**config.mk**
```make
export PLATFORM = sky130hd
export DESIGN_NAME = hbir_top
export DESIGN_NICKNAME = d
export VERILOG_FILES = /design/src/rtl/hbir_pkg.sv /design/src/rtl/hbir_bkpt_unit.sv /design/src/rtl/hbir_route_regs.sv /design/src/rtl/hbir_route_mux.sv /design/src/rtl/hbir_top.sv
export SDC_FILE = /design/constraint.sdc
export NUM_CORES = 1
export LEC_CHECK = 0
export BUFFER_PORTS_ARGS = -buffer_cell sky130_fd_sc_hd__buf_2
export CAP_MARGIN = 20
export CORE_UTILIZATION = 40
export DETAILED_ROUTE_END_ITERATION = 8
export PLACE_DENSITY = 0.88
export REMOVE_ABC_BUFFERS = 1
export SLEW_MARGIN = 15
export SYNTH_ARGS = -nofsm -noshare
export SYNTH_HDL_FRONTEND = slang
export SYNTH_SLANG_ARGS = --single-unit
```
**constraint.sdc**
```tcl
create_clock -name clk -period 1.1 [get_ports clk]
set_clock_uncertainty 0.15 [all_clocks]
set_input_delay 0.055 -clock clk [delete_from_list [all_inputs] [get_ports clk]]
set_output_delay 0.055 -clock clk [all_outputs]
set_load 0.01 [all_outputs]
```
**src/rtl/hbir_pkg.sv**
```systemverilog
// Package: shared constants for the breakpoint and interrupt router.
// Assumes ten interrupt sources and a 16-bit routing register.
package hbir_pkg;
    localparam int DATA_W  = 16;
    localparam int N_SRC   = 10;
    localparam int SRC_SOF1 = 6;
    localparam int SRC_SOF2 = 7;

    // Host routing bit for each source index
    localparam int HOST_BIT [N_SRC] = '{3, 4, 2, 9, 6, 7, 11, 13, 14, 15};

    localparam logic [DATA_W-1:0] ROUTE_RESET = 16'h1400;
    localparam logic [DATA_W-1:0] ROUTE_WMASK = 16'hFFDE;

    typedef enum logic {SEL_BKPT = 1'b0, SEL_ROUTE = 1'b1} reg_sel_e;

    // CPU delivery bit for the two start-of-frame sources
    function automatic int sof_cpu_bit(input int idx);
        return (idx == SRC_SOF1) ? 10 : 12;
    endfunction
endpackage

```
**src/rtl/hbir_bkpt_unit.sv**
```systemverilog
// Breakpoint unit: holds the host-written breakpoint address and a sticky
// match flag. Assumes the write strobe is already qualified for this register.
module hbir_bkpt_unit #(
    parameter int ADDR_W = 16
) (
    input  logic              clk,
    input  logic              rst_n,
    input  logic              wr_en,
    input  logic [ADDR_W-1:0] wdata,
    input  logic [ADDR_W-1:0] pc,
    output logic [ADDR_W-1:0] addr_q,
    output logic              flag_q
);
    localparam logic [ADDR_W-1:0] ZERO = '0;

    logic clr;
    logic hit;

    // Decode a clearing write and a live match against a nonzero address
    always_comb begin
        clr = wr_en && (wdata == ZERO);
        hit = (addr_q != ZERO) && (pc == addr_q);
    end

    // Breakpoint address register
    always_ff @(posedge clk) begin
        if (!rst_n)
            addr_q <= ZERO;
        else if (wr_en)
            addr_q <= wdata;
    end

    // Sticky flag; clear has priority over a same-cycle match
    always_ff @(posedge clk) begin
        if (!rst_n)
            flag_q <= 1'b0;
        else if (clr)
            flag_q <= 1'b0;
        else if (hit)
            flag_q <= 1'b1;
    end


    bkpt_clear_chk: assert property (@(posedge clk) disable iff (!rst_n)
        (wr_en && wdata == ZERO) |=> !flag_q);

    bkpt_set_chk: assert property (@(posedge clk) disable iff (!rst_n)
        (!(wr_en && wdata == ZERO) && addr_q != ZERO && pc == addr_q) |=> flag_q);

    bkpt_zero_chk: assert property (@(posedge clk) disable iff (!rst_n)
        (addr_q == ZERO && !flag_q) |=> !flag_q);

    bkpt_hold_chk: assert property (@(posedge clk) disable iff (!rst_n)
        (flag_q && wr_en && wdata != ZERO) |=> flag_q);
endmodule

```
**src/rtl/hbir_route_regs.sv**
```systemverilog
// Routing register: host-writable, with reserved bits forced to zero.
// Assumes the write strobe is already qualified for this register.
module hbir_route_regs
    import hbir_pkg::*;
#(
    parameter int W = DATA_W
) (
    input  logic         clk,
    input  logic         rst_n,
    input  logic         wr_en,
    input  logic [W-1:0] wdata,
    output logic [W-1:0] route_q
);
    // Store only writable bits; reset to the start-of-frame CPU defaults
    always_ff @(posedge clk) begin
        if (!rst_n)
            route_q <= ROUTE_RESET[W-1:0];
        else if (wr_en)
            route_q <= wdata & ROUTE_WMASK[W-1:0];
    end


    route_rst_chk: assert property (@(posedge clk)
        !rst_n |=> route_q == ROUTE_RESET[W-1:0]);

    route_rsvd_chk: assert property (@(posedge clk) disable iff (!rst_n)
        wr_en |=> (route_q[5] == 1'b0 && route_q[0] == 1'b0));
endmodule

```
**src/rtl/hbir_route_mux.sv**
```systemverilog
// Routing mux: steers each enabled source to the host or the CPU side.
// Start-of-frame sources use separate host and CPU bits. Purely combinational.
module hbir_route_mux
    import hbir_pkg::*;
#(
    parameter int NS = N_SRC
) (
    input  logic [DATA_W-1:0] route,
    input  logic [NS-1:0]     irq,
    input  logic [NS-1:0]     en,
    output logic [NS-1:0]     to_host,
    output logic [NS-1:0]     to_cpu
);
    localparam logic [NS-1:0] SOF_MASK = (NS'(1) << SRC_SOF1) | (NS'(1) << SRC_SOF2);

    for (genvar i = 0; i < NS; i++) begin : g_src
        localparam int HB = HOST_BIT[i];
        logic live;

        // Gate the source by its enable
        always_comb live = irq[i] & en[i];

        if (i == SRC_SOF1 || i == SRC_SOF2) begin : g_sof
            localparam int CB = sof_cpu_bit(i);
            // Independent host and CPU delivery
            always_comb begin
                to_host[i] = live & route[HB];
                to_cpu[i]  = live & route[CB];
            end
        end else begin : g_plain
            // Exclusive delivery selected by one bit
            always_comb begin
                to_host[i] = live & route[HB];
                to_cpu[i]  = live & ~route[HB];
            end
        end
    end


    always_comb en_gate_chk: assert (((to_host | to_cpu) & ~en) == '0);

    always_comb excl_chk: assert ((to_host & to_cpu & ~SOF_MASK) == '0);
endmodule

```
**src/rtl/hbir_top.sv**
```systemverilog
// Top: host-port breakpoint and interrupt router. Host writes the two
// registers; both host and CPU read them through combinational selects.
module hbir_top
    import hbir_pkg::*;
(
    input  logic              clk,
    input  logic              rst_n,
    input  logic              host_wr_en,
    input  logic              host_sel,
    input  logic [DATA_W-1:0] host_wdata,
    output logic [DATA_W-1:0] host_rdata,
    input  logic              cpu_sel,
    output logic [DATA_W-1:0] cpu_rdata,
    input  logic [DATA_W-1:0] cpu_pc,
    output logic              bkpt_irq,
    input  logic [N_SRC-1:0]  src_irq,
    input  logic [N_SRC-1:0]  src_en,
    output logic [N_SRC-1:0]  host_status,
    output logic              host_intr,
    output logic [N_SRC-1:0]  cpu_irq
);
    logic              wr_bkpt;
    logic              wr_route;
    logic [DATA_W-1:0] bkpt_q;
    logic [DATA_W-1:0] route_q;

    // Qualify the host write strobe per register
    always_comb begin
        wr_bkpt  = host_wr_en && (reg_sel_e'(host_sel) == SEL_BKPT);
        wr_route = host_wr_en && (reg_sel_e'(host_sel) == SEL_ROUTE);
    end

    hbir_bkpt_unit #(.ADDR_W(DATA_W)) u_bkpt (
        .clk    (clk),
        .rst_n  (rst_n),
        .wr_en  (wr_bkpt),
        .wdata  (host_wdata),
        .pc     (cpu_pc),
        .addr_q (bkpt_q),
        .flag_q (bkpt_irq)
    );

    hbir_route_regs #(.W(DATA_W)) u_regs (
        .clk     (clk),
        .rst_n   (rst_n),
        .wr_en   (wr_route),
        .wdata   (host_wdata),
        .route_q (route_q)
    );

    hbir_route_mux #(.NS(N_SRC)) u_mux (
        .route   (route_q),
        .irq     (src_irq),
        .en      (src_en),
        .to_host (host_status),
        .to_cpu  (cpu_irq)
    );

    // Read selects for both sides and the host interrupt line
    always_comb begin
        host_rdata = host_sel ? route_q : bkpt_q;
        cpu_rdata  = cpu_sel  ? route_q : bkpt_q;
        host_intr  = |host_status;
    end


    bkpt_rst_chk: assert property (@(posedge clk) !rst_n |=> !bkpt_irq);
endmodule

```
==> flow_summary.yaml <==
setup_path:
  startpoint_type: "flop"
  timing.setup.critical_path_class: "reg -> out"
  critPathArrivalTime_ns: 1.44
  timing.reg2reg.worst_path_depth: 6
  worstPathRequired_ns: 0.89
  endpoint_kind: "primary output"
  worstPathMaxFanout: 2
finish:
  multiInputGateArea_sq_mm: 0.00149
  drive_gt1_frac: 0.647
  synthToLayoutAreaGrowth_pct: 106
  mostFrequentLayoutCells: "73 x sky130_fd_sc_hd__buf_6, 68 x sky130_fd_sc_hd__nand2_1, 64 x sky130_fd_sc_hd__buf_2"
  final_cells: 475
  total_nets_final: 478
  regArea_sq_um: 689
  mostFrequentLayoutCell: "sky130_fd_sc_hd__buf_6"
  filler_cell_count: 156
floorplanning:
  chipWidth_microns: 71.4
  die_outline_height_microns: 71.4
  initial_utilization: 0.430
  die-area_sq_mm: 0.00509
  io_pins: 111
  placeableCoreArea_sq_mm: 0.00447
  fp-row-count: 24
clocking:
  tritoncts_num_sinks: 31
  clockRootBuffer: "sky130_fd_sc_hd__clkbuf_8"
  clkLatencyLatePin_ns: 0.31
  ctsLongestPathBuffers: 2
  clk_pin_slew_worst_paths_ns: 0.09
  cts_max_level: 2
  cts_made_buffers: 5
  cts_tree: "done"
yosys:
  synth_xor_area_frac: 0.0728
  synth_mux_area_frac: 0.164
  area_of_the_mapped_netlist_sq_mm: 0.00192
  post_synth_adder_cell_area: 0
  synth_seq_area_share: 0.322
  yosysWarningCount: 0
  ys_ff_latch: 31
  synth-simple-area-share: 0.284
  netlist_instances: 237
  synth_top_family_by_area: "simple AND/OR/NAND/NOR gates"
  synth.lib_cells_used.distinct: 23
  synth-compound-area-share: 0.118
  syn_area_per_cell_sq_um: 8.12
grt:
  grt_start_max_net_pins: 32
  grt_first_pass_wirelength_microns: 16200
  number_of_global_route_vias_before_repair: 3100
  grt_util_all_layers: 0.423
  global_route.overflow_total: 0
  antenna_found_initial: 2
routing:
  post_drt_via_cell_ratio: 6.64
  drtIter0Drc: 496
  detail_route.wirelength_microns: 12800
  ant_nets: 0
  dr.pass1.iters: 9
  num_vias: 3152
  route.detailed.wl_per_inst_microns: 26.9
  drt_drc_violations_left: 11
place:
  dp_slack_ns: -0.311
  port_buffers: 110
  place_hpwl_microns: 5080
  routabilityCongestion: 0.926
  dp_cells: 435
timing:
  worst_pin_slew_ns: 0.581
  maxClockFrequency_ghz: 0.607
  rsz_0062_raised_after_global_routing: "true"
  setup-violations-final: 57
  timing.final.hold_violations: 0
  maxSlewHeadroom: 0.609
  final_critical_path_setup_slack_ns: -0.547
  finalSetupTns_ns: -12.77
  final.min_clock_period_ns: 1.65
  min_hold_slack_ns: 0.0344
  final_max_slew_viol_count: 0
  final.period_utilization: 1.50
pwr:
  power.total_mw: 3.74
  total_leakage_power_nw: 1.90
  worst_ir_drop_vdd_uv: 709
  power-per-cell-area_mw_per_mm2: 946
min_path:
  holdCritPathClass: "in -> reg"
  holdPathStages: 2
run:
  max_cap_viol_count: 0
outcome:
  status: "complete, but fails checks"
  violations: "design-rule violations, negative setup slack"
[worst paths after layout]
check                                      start                         endpoint  slack, ns
setup / recovery  u_regs.route_q[9]$_SDFFE_PN0P_                        host_intr      -0.55
hold / removal                             rst_n  u_regs.route_q[10]$_SDFFE_PN1P_       0.03
setup reg to reg  u_bkpt.addr_q[10]$_SDFFE_PN0P_       u_bkpt.flag_q$_SDFFE_PP0P_      -0.43
hold reg to reg   u_regs.route_q[8]$_SDFFE_PN0P_   u_regs.route_q[8]$_SDFFE_PN0P_       0.35
[final cells by class]
| type | instances | area share |
|---|---|---|
| repair buffers | 190 | 0.402 |
| multi-input cells | 193 | 0.377 |
| flip-flops and latches | 31 | 0.174 |
| clock buffers | 6 | 0.0209 |
| well taps | 52 | 0.0164 |
| clock inverters | 2 | 0.00885 |
| diodes | 1 | 0.000632 |
[what timing repair did]
action / in CTS / in global routing
pin swaps: 12 / 14
hold buffers: 16 / 0
setup buffers: 16 / 9
gates resized for setup: 138 / 47
endpoints found under the hold margin: 26 / 0
endpoints found under the setup margin: 52 / 58
[per-stage QoR]
stage	instance area, sq um	util
floorplan	1850	-
global route	3960	0.885
detailed placement	2850	0.636
CTS	3810	0.851
finish	3960	0.885
global placement	2850	0.636
[per-layer routing]
layer / global-route usage / routed length, microns / share of wire / up-vias
met5: 0 / 0 / 0 / -
met4: 0.293 / 1460 / 0.11 / 0
met3: 0.139 / 1700 / 0.13 / 162
met2: 0.720 / 5470 / 0.43 / 376
met1: 0.443 / 4130 / 0.32 / 1432
li1: - / - / - / 1182
[cells in the mapped netlist (all sizes together)]
library cell,n,area [sq um]
o21ai,1,5.00
buf,10,63.8
nand4,1,6.26
nand2b,1,6.26
a31oi,1,6.26
nor4,14,93.8
and2,1,7.51
and3,12,75.1
clkbuf,3,11.3
nand3,4,20.0
a21oi,1,5.00
nand2,70,263
a21boi,28,210
mux2,28,315
nor3,1,10.0
dfxtp,31,621
nor2b,5,31.3
xor2,16,140
nor2,9,33.8
[worst max-delay path, cell delays in order (launching register included)]
cell and delay (ns):
sky130_fd_sc_hd__dfxtp_2 0.34, sky130_fd_sc_hd__and3_4 0.16, sky130_fd_sc_hd__nor4_4 0.27, sky130_fd_sc_hd__buf_4 0.17
sky130_fd_sc_hd__nand3_2 0.07, sky130_fd_sc_hd__buf_6 0.13
[kinds of logic (layout without fill, tap and decap cells)]
kind of cell / count (synthesis) / after routing
multiplexers: 28 / 28
buffers and inverters: 13 / 198
XOR/XNOR: 16 / 16
other: 0 / 1
flip-flops: 31 / 31
AO/OA/AOI/OAI: 31 / 31
AND/OR/NAND/NOR: 118 / 118
[sequential cells by signal, indices dropped and copies added, names as in the netlist]
name	cells
u_bkpt.addr_q	16
u_regs.route_q	14
u_bkpt.flag_q	1
[where the power goes]
part	internal (mW)	leakage, nW	switching [mW]
clock	0.734	0.0612	0.548
sequential	1.16	0.268	0.0707
combinational	0.650	1.57	0.577
Power figures use the tool's default switching activity.
